==> src/rtl/tpq_pkg.sv <==
`timescale 1ns/1ps
package tpq_pkg;
  typedef enum logic [1:0] {ST_GAP, ST_IDLE, ST_PKT} strm_e;
endpackage

==> src/rtl/tpq_asm.sv <==
`timescale 1ns/1ps
module tpq_asm #(
  parameter int GRP_W    = 7,
  parameter int MAX_GRPS = 15,
  parameter int PRE_ONES = 14,
  parameter int GI_W     = 4,
  parameter int LEN_W    = 7
) (
  input  logic             clk,
  input  logic             rst_n,
  input  logic             fire,
  input  logic [GRP_W-1:0] grp,
  input  logic             last,
  output logic             wr_en,
  output logic [GI_W-1:0]  wr_grp,
  output logic             commit,
  output logic [LEN_W-1:0] commit_len,
  output logic             pkt_err
);
  logic [GI_W-1:0] gidx;
  logic            bad;
  logic            in_range, grp_bad, short_pkt, final_bad;

  always_comb begin
    grp_bad = 1'b0;
    for (int j = 0; j < GRP_W; j++) begin
      if ((int'(gidx) * GRP_W + j) < PRE_ONES && !grp[GRP_W-1-j]) grp_bad = 1'b1;
    end
    in_range   = int'(gidx) < MAX_GRPS;
    short_pkt  = ((int'(gidx) + 1) * GRP_W) < PRE_ONES;
    final_bad  = bad | ~in_range | grp_bad | short_pkt;
    wr_en      = fire & in_range;
    wr_grp     = gidx;
    commit     = fire & last & ~final_bad;
    commit_len = LEN_W'((int'(gidx) + 1) * GRP_W);
  end

  always_ff @(posedge clk or negedge rst_n) begin
    if (!rst_n) begin
      gidx    <= '0;
      bad     <= 1'b0;
      pkt_err <= 1'b0;
    end else begin
      pkt_err <= fire & last & final_bad;
      if (fire) begin
        if (last) begin
          gidx <= '0;
          bad  <= 1'b0;
        end else begin
          if (in_range) gidx <= gidx + 1'b1;
          bad <= bad | ~in_range | grp_bad;
        end
      end
    end
  end

  a_r4_gidx_bound: assert property (@(posedge clk) disable iff (!rst_n)
    int'(gidx) <= MAX_GRPS);
  a_r3_err_after_last: assert property (@(posedge clk) disable iff (!rst_n)
    (fire && last && final_bad) |=> pkt_err);
endmodule

==> src/rtl/tpq_slots.sv <==
`timescale 1ns/1ps
module tpq_slots #(
  parameter int SLOTS    = 3,
  parameter int PKT_BITS = 105,
  parameter int GRP_W    = 7,
  parameter int GI_W     = 4,
  parameter int LEN_W    = 7,
  parameter int PTR_W    = 2
) (
  input  logic                clk,
  input  logic                rst_n,
  input  logic                wr_en,
  input  logic [PTR_W-1:0]    wr_slot,
  input  logic [GI_W-1:0]     wr_grp,
  input  logic [GRP_W-1:0]    wr_data,
  input  logic                len_en,
  input  logic [LEN_W-1:0]    len_data,
  input  logic [PTR_W-1:0]    rd_slot,
  output logic [PKT_BITS-1:0] rd_data,
  output logic [LEN_W-1:0]    rd_len
);
  localparam int BI_W = $clog2(PKT_BITS);

  logic [PKT_BITS-1:0] data_q [SLOTS];
  logic [LEN_W-1:0]    len_q  [SLOTS];
  logic [BI_W-1:0]     wr_top;

  always_comb wr_top = BI_W'(PKT_BITS - 1 - GRP_W * int'(wr_grp));

  for (genvar s = 0; s < SLOTS; s++) begin : g_slot
    always_ff @(posedge clk) begin
      if (wr_en && wr_slot == PTR_W'(s)) data_q[s][wr_top -: GRP_W] <= wr_data;
    end
    always_ff @(posedge clk or negedge rst_n) begin
      if (!rst_n)                           len_q[s] <= '0;
      else if (len_en && wr_slot == PTR_W'(s)) len_q[s] <= len_data;
    end
  end

  assign rd_data = data_q[rd_slot];
  assign rd_len  = len_q[rd_slot];
endmodule

==> src/rtl/tpq_qctl.sv <==
`timescale 1ns/1ps
module tpq_qctl #(
  parameter int SLOTS = 3,
  parameter int CNT_W = 2,
  parameter int PTR_W = 2
) (
  input  logic             clk,
  input  logic             rst_n,
  input  logic             commit,
  input  logic             pop,
  input  logic             done_ready,
  output logic [CNT_W-1:0] cnt,
  output logic [PTR_W-1:0] wr_ptr,
  output logic [PTR_W-1:0] rd_ptr,
  output logic             done_valid,
  output logic [CNT_W-1:0] done_count
);
  logic [CNT_W-1:0] cnt_nx;

  function automatic logic [PTR_W-1:0] step_ptr(input logic [PTR_W-1:0] p);
    return (p == PTR_W'(SLOTS - 1)) ? '0 : p + 1'b1;
  endfunction

  always_comb cnt_nx = cnt + CNT_W'(commit) - CNT_W'(pop);

  always_ff @(posedge clk or negedge rst_n) begin
    if (!rst_n) begin
      cnt        <= '0;
      wr_ptr     <= '0;
      rd_ptr     <= '0;
      done_valid <= 1'b0;
      done_count <= '0;
    end else begin
      cnt <= cnt_nx;
      if (commit) wr_ptr <= step_ptr(wr_ptr);
      if (pop)    rd_ptr <= step_ptr(rd_ptr);
      if (pop) begin
        done_valid <= 1'b1;
        done_count <= cnt_nx;
      end else if (done_ready) begin
        done_valid <= 1'b0;
      end
    end
  end

  a_r5_no_overflow: assert property (@(posedge clk) disable iff (!rst_n)
    (cnt == CNT_W'(SLOTS)) |-> !commit);
  a_r6_pop_nonempty: assert property (@(posedge clk) disable iff (!rst_n)
    pop |-> (cnt != '0));
  a_r9_pop_done: assert property (@(posedge clk) disable iff (!rst_n)
    pop |=> done_valid);
  a_r9_done_hold: assert property (@(posedge clk) disable iff (!rst_n)
    (done_valid && !done_ready && !pop) |=> (done_valid && $stable(done_count)));
endmodule

==> src/rtl/tpq_shift.sv <==
`timescale 1ns/1ps
module tpq_shift
  import tpq_pkg::*;
#(
  parameter int              PKT_BITS = 105,
  parameter int              LEN_W    = 7,
  parameter int              IDLE_LEN = 20,
  parameter logic [IDLE_LEN-1:0] IDLE_PAT = 20'hFFFC0
) (
  input  logic                clk,
  input  logic                rst_n,
  input  logic                take,
  input  logic                have_pkt,
  input  logic [PKT_BITS-1:0] head_data,
  input  logic [LEN_W-1:0]    head_len,
  output logic                bit_data,
  output logic                pop
);
  localparam int IMAX = (PKT_BITS > IDLE_LEN) ? PKT_BITS : IDLE_LEN;
  localparam int IW   = $clog2(IMAX);

  strm_e          st;
  logic [IW-1:0]  idx;
  logic [IW-1:0]  pk_sel, id_sel;
  logic           last_bit;

  always_comb begin
    pk_sel   = IW'(PKT_BITS - 1) - idx;
    id_sel   = IW'(IDLE_LEN - 1) - idx;
    last_bit = (st == ST_PKT) ? ((int'(idx) + 1) == int'(head_len))
                              : (int'(idx) == IDLE_LEN - 1);
    case (st)
      ST_IDLE: bit_data = IDLE_PAT[id_sel];
      ST_PKT:  bit_data = head_data[pk_sel];
      default: bit_data = have_pkt ? head_data[PKT_BITS-1] : IDLE_PAT[IDLE_LEN-1];
    endcase
    pop = take && (st == ST_PKT) && last_bit;
  end

  always_ff @(posedge clk or negedge rst_n) begin
    if (!rst_n) begin
      st  <= ST_GAP;
      idx <= '0;
    end else if (take) begin
      if (st == ST_GAP) begin
        st  <= have_pkt ? ST_PKT : ST_IDLE;
        idx <= IW'(1);
      end else if (last_bit) begin
        st  <= ST_GAP;
        idx <= '0;
      end else begin
        idx <= idx + 1'b1;
      end
    end
  end

  a_r2_idx_in_pkt: assert property (@(posedge clk) disable iff (!rst_n)
    (st == ST_PKT) |-> (int'(idx) < int'(head_len)));
  a_r8_idle_runs_out: assert property (@(posedge clk) disable iff (!rst_n)
    (st == ST_IDLE && take && !last_bit) |=> (st == ST_IDLE));
endmodule

==> src/rtl/tpq_streamer.sv <==
`timescale 1ns/1ps
module tpq_streamer #(
  parameter int GRP_W    = 7,
  parameter int MAX_GRPS = 15,
  parameter int SLOTS    = 3,
  parameter int PRE_ONES = 14,
  parameter int IDLE_LEN = 20,
  parameter logic [IDLE_LEN-1:0] IDLE_PAT = 20'hFFFC0,
  localparam int CNT_W   = $clog2(SLOTS + 1)
) (
  input  logic             clk,
  input  logic             rst_n,
  input  logic             in_valid,
  output logic             in_ready,
  input  logic [GRP_W-1:0] in_group,
  input  logic             in_last,
  output logic             pkt_err,
  input  logic             bit_take,
  output logic             bit_data,
  output logic             done_valid,
  input  logic             done_ready,
  output logic [CNT_W-1:0] done_count
);
  localparam int PKT_BITS = GRP_W * MAX_GRPS;
  localparam int GI_W     = $clog2(MAX_GRPS + 1);
  localparam int LEN_W    = $clog2(PKT_BITS + 1);
  localparam int PTR_W    = (SLOTS > 1) ? $clog2(SLOTS) : 1;

  logic                fire, wr_en, commit, pop;
  logic [GI_W-1:0]     wr_grp;
  logic [LEN_W-1:0]    commit_len, head_len;
  logic [PKT_BITS-1:0] head_data;
  logic [CNT_W-1:0]    cnt;
  logic [PTR_W-1:0]    wr_ptr, rd_ptr;

  assign in_ready = cnt < CNT_W'(SLOTS);
  assign fire     = in_valid & in_ready;

  tpq_asm #(.GRP_W(GRP_W), .MAX_GRPS(MAX_GRPS), .PRE_ONES(PRE_ONES),
            .GI_W(GI_W), .LEN_W(LEN_W)) u_asm (
    .clk(clk), .rst_n(rst_n), .fire(fire), .grp(in_group), .last(in_last),
    .wr_en(wr_en), .wr_grp(wr_grp), .commit(commit), .commit_len(commit_len),
    .pkt_err(pkt_err));

  tpq_slots #(.SLOTS(SLOTS), .PKT_BITS(PKT_BITS), .GRP_W(GRP_W), .GI_W(GI_W),
              .LEN_W(LEN_W), .PTR_W(PTR_W)) u_slots (
    .clk(clk), .rst_n(rst_n), .wr_en(wr_en), .wr_slot(wr_ptr), .wr_grp(wr_grp),
    .wr_data(in_group), .len_en(commit), .len_data(commit_len),
    .rd_slot(rd_ptr), .rd_data(head_data), .rd_len(head_len));

  tpq_qctl #(.SLOTS(SLOTS), .CNT_W(CNT_W), .PTR_W(PTR_W)) u_qctl (
    .clk(clk), .rst_n(rst_n), .commit(commit), .pop(pop), .done_ready(done_ready),
    .cnt(cnt), .wr_ptr(wr_ptr), .rd_ptr(rd_ptr),
    .done_valid(done_valid), .done_count(done_count));

  tpq_shift #(.PKT_BITS(PKT_BITS), .LEN_W(LEN_W), .IDLE_LEN(IDLE_LEN),
              .IDLE_PAT(IDLE_PAT)) u_shift (
    .clk(clk), .rst_n(rst_n), .take(bit_take), .have_pkt(cnt != '0),
    .head_data(head_data), .head_len(head_len), .bit_data(bit_data), .pop(pop));
endmodule

==> config.mk <==
export PLATFORM = sky130hd
export DESIGN_NAME = tpq_streamer
export DESIGN_NICKNAME = d
export VERILOG_FILES = /design/src/rtl/tpq_pkg.sv /design/src/rtl/tpq_asm.sv /design/src/rtl/tpq_slots.sv /design/src/rtl/tpq_qctl.sv /design/src/rtl/tpq_shift.sv /design/src/rtl/tpq_streamer.sv
export SDC_FILE = /design/constraint.sdc
export NUM_CORES = 1
export LEC_CHECK = 0
export CORE_MARGIN = 2
export CORE_UTILIZATION = 40
export CTS_CLUSTER_DIAMETER = 120
export CTS_CLUSTER_SIZE = 25
export DETAILED_ROUTE_END_ITERATION = 10
export DONT_BUFFER_PORTS = 1
export GPL_TIMING_DRIVEN = 0
export MAX_ROUTING_LAYER = met4
export SLEW_MARGIN = 10
export SYNTH_ARGS = -nofsm -noshare
export SYNTH_HDL_FRONTEND = slang
export SYNTH_SLANG_ARGS = --single-unit
export TNS_END_PERCENT = 100
==> constraint.sdc <==
create_clock -name clk -period 4.9 [get_ports clk]
set_input_delay 0.245 -clock clk [delete_from_list [all_inputs] [get_ports clk]]
set_output_delay 0.245 -clock clk [all_outputs]
set_load 0.005 [all_outputs]
-- Word-level counts from Yosys, hierarchy flattened
Memories as Yosys holds them, arrays and structs flattened.
Cells that the tools add are included.
- multipliers: 2
- add/sub/neg operators: 18
- reduce and logical (&&, ||, !) cells: 32
- bitwise gates (word level): 11
- $lt $le $gt $ge: 13
- divide/modulo/power cells: 0
- eq/ne operators: 7
- mux-type cells: 40
- shift operators: 2
- operators with widths (kind ; count):
    105-bit two-way mux ; 7
    32-bit by 5-bit < comparator with 1-bit output (second input constant) ; 7
    105-bit OR reduction ; 2
    7-bit by 9-bit variable shift with 111-bit output (first input constant) ; 1
    7-bit by 9-bit indexed part select with 111-bit output ; 1
    32-bit by 4-bit adder with 32-bit output (second input constant) ; 3
    32-bit by 3-bit adder with 32-bit output (second input constant) ; 2
    32-bit by 2-bit adder with 32-bit output (second input constant) ; 1
    32-bit by 8-bit == test with 1-bit output ; 1
    32-bit by 4-bit multiplier with 32-bit output (second input constant) ; 1
    7-bit two-way mux ; 4
    1-bit two-way mux ; 17
    1-bit logical AND ; 15
    7-bit binary-select mux with 2-bit select ; 1
    2-bit two-way mux ; 7
    7-bit subtractor (first input constant) ; 2
    7-bit negation with 9-bit output ; 1
    7-bit by 1-bit adder with 8-bit output (second input constant) ; 1
    7-bit by 8-bit < comparator with 1-bit output (second input constant) ; 1
    4-bit two-way mux ; 2
    2-bit nonzero test ; 4
    7-bit by 1-bit adder with 7-bit output (second input constant) ; 1
    1-bit binary-select mux with 7-bit select ; 1
    7-bit by 6-bit == test with 1-bit output (second input constant) ; 1
    other kinds (22) ; 41
- memories: 2
- bits of input ports: 13
- register bits: 45
- bits in latches: 0
- RAM bits: 315
- bits in read-only memories: 32
- memory list (memory ; words ; width ; read ports ; clocked after Yosys merged registers in ; write ports ; line ; text):
    u_slots.data_q ; 3 ; 105 ; 1 ; 0 ; 1 ; tpq_slots.sv:24 ; logic [PKT_BITS-1:0] data_q [SLOTS];
    (no name shown) ; 32 ; 1 ; 1 ; 0 ; 0 ; tpq_shift.sv:33 ; ST_IDLE: bit_data = IDLE_PAT[id_sel];

-- Depth between registers and ports, before layout
Gate-level depths: netlist of run 1.
- word-level depth: 16
- depth in mapped cells: 21
- mapped depth without buffers: 19

-- Modules after synthesis
Synthesis of run 1 repeated with hierarchy kept, for this count alone.
- cells, all modules: 1960
- area, all modules: 20420.8 sq um
- modules (own cells, without submodules) (module ; area an instance (sq um) ; seq. area each (sq um) ; cells each ; instances):
    tpq_slots ; 16783.6 ; 9984.6 ; 1586 ; 1
    tpq_shift ; 1889.3 ; 225.2 ; 189 ; 1
    tpq_asm ; 1353.8 ; 150.1 ; 156 ; 1
    tpq_qctl ; 376.6 ; 225.2 ; 26 ; 1
    tpq_streamer ; 17.5 ; 0.0 ; 3 ; 1

-- Worst setup path before layout of run 1
OpenSTA, ideal clock, no wires.
- path type: register to register
- start point: register u_asm.gidx[0], in the netlist u_asm.wr_grp[0]
- end point: register u_qctl.done_count[1]
- arrival: 4600 ps
- stages on the path, launching flop included: 21
- buffers on the path: 2
- setup slack: 175 ps
- cells stage by stage: dfrtp_1 -> clkbuf_1 -> clkbuf_1 -> inv_1 -> ha_1 -> ha_1 -> inv_1 -> fa_1 -> inv_1 -> ha_1 -> a21oi_1 -> o21ai_0 -> mux2_2 -> o22ai_1 -> a41oi_1 -> nand4_2 -> inv_1 -> ha_1 -> xnor2_1 -> xnor2_1 -> mux2_2
- elaborated cells on any way between the ends: 40
- those cells by class: add/sub: 9; mul: 2; order compare: 9; mux: 7; bitwise: 6; reduce/logical: 7
- RTL lines (item ; line ; text):
    start, declared ; tpq_asm.sv:20 ; logic [GI_W-1:0] gidx;
    start signal, assigned ; tpq_asm.sv:50 ; if (in_range) gidx <= gidx + 1'b1;
    4-bit by 1-bit adder with 5-bit output ; n/a ;
    32-bit by 4-bit multiplier with 32-bit output ; tpq_asm.sv:30 ; short_pkt = ((int'(gidx) + 1) * GRP_W) < PRE_ONES;
    via commit_len[0] ; tpq_streamer.sv:31 ; logic [LEN_W-1:0] commit_len, head_len;
    32-bit by 5-bit < comparator with 1-bit output ; tpq_asm.sv:30 ;
    1-bit bitwise OR ; tpq_asm.sv:31 ; final_bad = bad | ~in_range | grp_bad | short_pkt;
    1-bit inverter ; tpq_asm.sv:34 ; commit = fire & last & ~final_bad;
    1-bit bitwise AND ; tpq_asm.sv:34 ;
    2-bit by 1-bit adder with 2-bit output ; tpq_qctl.sv:24 ; always_comb cnt_nx = cnt + CNT_W'(commit) - CNT_W'(pop);
    2-bit by 1-bit subtractor with 2-bit output ; tpq_qctl.sv:24 ;
    via u_qctl.cnt_nx[1] ; tpq_qctl.sv:18 ; logic [CNT_W-1:0] cnt_nx;
    end signal, assigned ; tpq_qctl.sv:39 ; done_count <= cnt_nx;
    end, declared ; tpq_qctl.sv:16 ; output logic [CNT_W-1:0] done_count
The timed path passes the listed nets, and every way through them passes these cells.
A chain may end at the register's enable or synchronous reset.

-- Worst setup path in the final report of run 1
- start point: register u_shift.idx[0]
- end point: output bit_data
- cells in the longest elaborated chain, start to end: 4
- elaborated cells on any way between the ends: 7
- those cells by class: add/sub: 2; mux: 4; memory: 1
- RTL lines (item ; line ; text):
    start, declared ; tpq_shift.sv:23 ; logic [IW-1:0] idx;
    start signal, assigned ; tpq_shift.sv:52 ; idx <= idx + 1'b1;
    7-bit subtractor / 5-bit by 7-bit subtractor with 7-bit output (equally long branches) ; tpq_shift.sv:28, tpq_shift.sv:29 ;
    1-bit binary-select mux with 7-bit select / memory 32 x 1 bit (equally long branches) ; n/a ;
    1-bit two-way mux, on equally long branches ; tpq_shift.sv:34, tpq_shift.sv:33 ;
    1-bit one-hot mux with 2 select lines (*) ; tpq_shift.sv:32 ; case (st)
    end, declared ; tpq_streamer.sv:19 ; output logic bit_data,
Every way passes the cells marked *; elsewhere a longest branch is shown, timed or not. The select of a mux whose other input is x is not followed.

==> qor.yml, run 1 <==
routing:
  vias: 15800
  dr.first_iter.drc_count: 2221
  drc_errors: 0
  avgViaCountPerCell: 6.24
  ant_nets: 0
  dr.pass1.iters: 8
  wirelength_um: 73500
  wl_per_cell_um: 28.9
placed_design:
  port_buffers: 0
  dp_hpwl_um: 53600
  routabilityCongestion: 1.01
  placedInstanceArea_mm2: 0.0208
setup_path:
  path_cells: "clkbuf_4 -> inv_1 -> clkbuf_4 -> ha_1 -> buf_4 -> buf_6 -> mux4_2 -> mux4_2 -> mux2i_2 -> nand3_1 -> and3_1"
  worstSetupStartpointType: "flop"
  setup.worst_path.class: "reg2out"
  critPathMaxStageDelay_ns: 0.65
  cp.buffers_inverters: 5
  path_delay_family: "multiplexers"
  critPathSlowestCell: "mux4_2"
  cp.required_ns: 4.66
  end_kind: "output pin"
  cp_max_fo: 10
  arrival_ns: 4.71
cts:
  cts_buffer_depth: 3
  clock_sinks: 360
  cts.htree.levels: 1
  insertion_delay_ns: 0.57
  cts-root-buf: "clkbuf_16"
  clk_pin_slew_ns: 0.10
  cts_buffers: 18
  cts_tree: "built"
global_routing:
  grt_antenna_before_repair: 1
  grt_pass1_wl_um: 105000
  overflow: 0
  grt_use_total: 0.294
  grt_max_degree: 46
  grt_pass1_vias: 15100
cells_and_area:
  drive_gt1_frac: 0.172
  final_net_count: 1933
  syn_to_final_growth_pct: 11.6
  fillCellCount: 4527
  layout_commonest_cell: "edfxtp_1"
  final_area_mm2: 0.0221
  layout.cells.most_common_list: "edfxtp_1 (315), nor2_1 (284), nor3_1 (195)"
yosys:
  yosys_warnings: 0
  synthesis.area_mm2: 0.0198
  synth_seq_cells: 360
  async_flop_share: 0.125
  ys.flop_type: "edfxtp_1"
  synthCells: 1818
  yosysSeqAreaShare: 0.533
  synth_area_per_cell_um2: 10.9
  ys_types: 78
  synth_fp_nets: 1881
  synth_top_area_share: 0.477
  synth_edf_count: 315
  netlist.top_cell.by_area: "edfxtp_1"
  yosys-top-cells-area: "edfxtp_1 (48%), dfrtp_1 (5.7%), nor2_1 (5.5%)"
run_status:
  violations: "setup timing"
  status: "finished with violations"
timing:
  rsz0062_at_grt: "yes"
  slew_viol_final: 0
  hold_viol: 0
  finalCritPeriodShare: 1.01
  max_freq_mhz: 202
  fin_worst_skew_ns: 0.0327
  slew_headroom: 0.126
  tns_ns: -0.0552
  finalCriticalPeriod_ns: 4.96
  timing.final.ws_setup_ns: -0.0552
  max_slew.worst_pin.slew_ns: 1.31
  setup_viol: 1
  whs_ns: 0.00138
flow_run:
  cap_violations: 0
die:
  die_w_um: 227
  die_y_um: 227
  std_cell_rows: 81
  io_pins: 19
  die_area_mm2: 0.0514
  core_area_mm2: 0.0490
  initial_core_util: 0.405
min_path:
  hp-class: "in2reg"
## synth_stat cells (8+ instances only)
cell	count
xor2_1	10
o211ai_1	12
mux2_2	63
buf_2	49
nor2b_1	16
nand3_1	27
and2_1	8
or3_1	13
o22ai_1	14
inv_1	47
xnor2_1	31
nand2b_1	16
mux4_2	26
dfrtp_1	45
nor3_1	207
a211oi_1	14
edfxtp_1	315
o21ai_0	73
clkbuf_1	69
a22oi_1	23
mux2i_1	88
ha_1	43
and3_1	10
a21oi_1	40
nand2_1	111
nor2_1	291
a31oi_1	10
nor4_1	8
a22o_1	9
buf_1	13
## flip-flops by register name, indices dropped and copies added, names as in the netlist
signal             count
u_qctl.cnt             2
u_qctl.done_valid      1
u_asm.wr_grp           4
u_qctl.wr_ptr          2
u_slots.len_q         21
u_qctl.done_count      2
u_slots.data_q       315
u_shift.st             2
u_asm.bad              1
u_asm.pkt_err          1
u_qctl.rd_ptr          2
u_shift.idx            7
## final timing paths
kind,from,end,slack [ns],cells past startpoint
min in group asynchronous,rst_n,u_slots.len_q[20]$_DFFE_PN0P_,0.20,2
worst min register to register,u_slots.len_q[17]$_DFFE_PN0P_,u_slots.len_q[17]$_DFFE_PN0P_,0.52,1
worst max register to register,u_asm.wr_grp[1]$_DFFE_PN0P_,u_slots.data_q[2][57]$_DFFE_PP_,0.11,10
worst min-delay path,in_last,u_asm.wr_grp[2]$_DFFE_PN0P_,0.001,2
worst max-delay path,u_shift.idx[0]$_DFFE_PN0P_,bit_data,-0.06,11
max in group asynchronous,rst_n,u_asm.wr_grp[1]$_DFFE_PN0P_,4.48,2
## layout make-up
type	instances	area, µm²	share of cell area
diodes	1	2.50	0.000113
plain buffers	129	661	0.0298
clock buffers	24	494	0.0223
clock inverters	1	16.3	0.000735
inverters	48	188	0.00848
multi-input cells	1278	8970	0.405
flip-flops and latches	360	10600	0.478
well taps	664	831	0.0375
repair buffers	35	385	0.0174
## stage by stage
step	instances	utilization	worst slack, ns
3_5_place_dp	2487	0.424	-1.34
2_1_floorplan	1818	-	0.175
4_1_cts	2529	0.446	-0.156
3_3_place_gp	2482	0.422	-1.74
6_report	2540	0.452	-0.0552
5_1_grt	2540	0.452	-0.128
## repair_timing
action,CTS,global route
endpoints found under the setup margin,670,642
pin swaps,8,5
hold buffers,6,0
gates resized for setup,109,66
buffers inserted,13,11
hold endpoints to repair,55,0
## logic make-up (layout without fill, tap and decap cells)
group                    Yosys count  in the layout  synth area share
adder cells (fa/ha/maj)           50             50            0.0342
buffers and inverters            180            237            0.0373
XOR/XNOR                          46             46            0.0228
AND/OR/NAND/NOR                  728            728             0.166
flip-flops                       360            360             0.533
AO/OA/AOI/OAI                    269            269            0.0912
multiplexers                     185            185             0.116
other                              0              1                 0
## metal layers
metal,vias to the layer above,part of all wire,GRT usage
met3,224,0.11,0.0593
met4,0,0.056,0.130
li1,6785,-,-
met5,-,0,-
met1,7861,0.39,0.385
met2,975,0.44,0.443
Power of run 1 is not shown: default switching activity piles up to over one toggle a cycle in this logic, so the estimate is an artifact.
==> inputs of run 2 (changes only) <==
--- a/config.mk
+++ b/config.mk
@@ -11,7 +11,6 @@
 export CTS_CLUSTER_SIZE = 25
 export DETAILED_ROUTE_END_ITERATION = 10
 export DONT_BUFFER_PORTS = 1
-export GPL_TIMING_DRIVEN = 0
 export MAX_ROUTING_LAYER = met4
 export SLEW_MARGIN = 10
 export SYNTH_ARGS = -nofsm -noshare
==> run 2 against run 1 <==
The flow now finishes without violations. First-iteration DRC count fell by 22%. Sequential share of layout area rose by 1.5 points. Cell area fell by 3.0%. Largest cell class unchanged. Critical endpoint is now u_slots.data_q[0][24]$_DFFE_PP_. Core utilization fell by 1.3 points. Count of clock-buffer cells in the layout fell by 2. Setup slack improved by 0.24 ns.
==> qor.yml, run 2 (synthesized netlist as in run 1, its figures left out) <==
flow_run:
  cap_violations: 0
placed_design:
  placedInstanceArea_mm2: 0.0209
  dp_hpwl_um: 41100
  routabilityCongestion: 0.966
  dp_slack_ns: 0.0471
  port_buffers: 0
setup_path:
  rr_endpoint: "u_slots.data_q[0][24]$_DFFE_PP_"
  path_cells: "fa_1 -> ha_1 -> fa_1 -> xor2_2 -> nand3_1 -> o21ai_0 -> mux2i_1 -> nor3_2 -> buf_12 -> nor2_1 -> mux2i_1 -> nor2_1"
  end_kind: "flop"
  critPathSlowestCell: "mux2i_1"
  critPathLaunch: "u_asm.wr_grp[1]$_DFFE_PN0P_"
  worstSetupStartpointType: "flop"
  reg2reg_depth: 12
  r2r-start: "u_asm.wr_grp[1]$_DFFE_PN0P_"
  critPathMaxStageDelay_ns: 1.05
  setup.worst_path.class: "reg2reg"
  cp.required_ns: 5.13
  arrival_ns: 4.94
  r2r_slack_ns: 0.19
  cp_max_fo: 20
  crit_end: "u_slots.data_q[0][24]$_DFFE_PP_"
die:
  initial_core_util: 0.405
  io_pins: 19
  std_cell_rows: 81
  die_y_um: 227
  core_area_mm2: 0.0490
  die_w_um: 227
  die_area_mm2: 0.0514
timing:
  finalCritPeriodShare: 0.962
  rsz0062_at_grt: "no"
  fin_worst_skew_ns: 0.0312
  slew_viol_final: 0
  tns_ns: 0
  max_freq_mhz: 212
  hold_viol: 0
  max_slew.worst_pin.slew_ns: 1.35
  whs_ns: 0.0178
  timing.final.ws_setup_ns: 0.188
  slew_headroom: 0.0767
  finalCriticalPeriod_ns: 4.71
  setup_viol: 0
cells_and_area:
  reg_top3: "u_slots.data_q (315), u_slots.len_q (21), u_shift.idx (7)"
  register_area_mm2: 0.0106
  final_area_mm2: 0.0215
  layout.cells.most_common_list: "edfxtp_1 (315), nor2_1 (289), nor3_1 (205)"
  largest_reg_flops: 315
  final_net_count: 1853
  antenna_cells: 0
  layout_commonest_cell: "edfxtp_1"
  fillCellCount: 4518
  drive_gt1_frac: 0.128
  syn_to_final_growth_pct: 8.25
  regMostFlops: "u_slots.data_q"
  multi_input_area_mm2: 0.00858
routing:
  drc_errors: 0
  wl_per_cell_um: 24.1
  ant_nets: 0
  wirelength_um: 59200
  avgViaCountPerCell: 6.08
  vias: 14900
  dr.first_iter.drc_count: 1740
  dr.pass1.iters: 5
global_routing:
  grt_max_degree: 61
  grt_use_total: 0.239
  overflow: 0
  grt_pass1_wl_um: 89100
  grt_antenna_before_repair: 1
  grt_pass1_vias: 14300
cts:
  cts-root-buf: "clkbuf_16"
  cts.htree.levels: 1
  postCtsSetupBuffers: 0
  clock_sinks: 360
  cts_buffers: 18
  cts_tree: "built"
  cts_buffer_depth: 3
  insertion_delay_ns: 0.55
  clk_pin_slew_ns: 0.11
run_status:
  status: "complete, no violations"
min_path:
  hp-class: "in2reg"
run 2: final cells by class:
cell class                      instances  share of cell area
Inverter                               48             0.00839
Tap cell                              664              0.0387
Multi-Input combinational cell       1278               0.399
Sequential cell                       360               0.493
Clock inverter                          3             0.00291
Timing Repair Buffer                   84              0.0360
Clock buffer                           22              0.0217
run 2: worst min path at each step:
stage                      from                             end  slack (ns)  cells past startpoint
global route        in_group[6]  u_slots.data_q[1][0]$_DFFE_PP_        0.01                      1
global placement          rst_n     u_asm.wr_grp[3]$_DFFE_PN0P_       -0.05                      0
detailed placement        rst_n           u_asm.bad$_DFFE_PN0P_       -0.05                      0
finish              in_group[6]  u_slots.data_q[1][0]$_DFFE_PP_        0.02                      1
CTS                 in_group[6]  u_slots.data_q[1][0]$_DFFE_PP_       0.001                      1
floorplan                 rst_n           u_asm.bad$_DFFE_PN0P_       -0.05                      0
run 2: critical path, delay by kind of cell, from the launching register on:
kind	cells	cell delay, ns
xor+xnor	1	0.47
mux	2	1.22
simple gates	4	0.62
buf+inv	1	0.19
fa+ha+maj	3	1.20
compound gates	1	0.22
flops	1	0.50
run 2: routing by layer:
layer / up-vias / track usage / wire (µm)
li1: 6625 / - / -
met1: 7449 / 0.320 / 24900
met2: 759 / 0.377 / 27200
met3: 108 / 0.0345 / 5130
met4: 0 / 0.0717 / 1970
met5: - / - / 0
run 2: timing repair:
item,4_1_cts,5_1_grt
resized for setup,0,6
hold buffers,5,0
setup endpoints to repair,0,165
hold endpoints to repair,57,0
run 2: through the flow:
step / util / cells
5_1_grt: 0.439 / 2459
3_5_place_dp: 0.426 / 2428
3_3_place_gp: 0.426 / 2428
4_1_cts: 0.438 / 2458
6_report: 0.439 / 2459
2_1_floorplan: - / 1818
Power of run 2 is left out for the same reason.
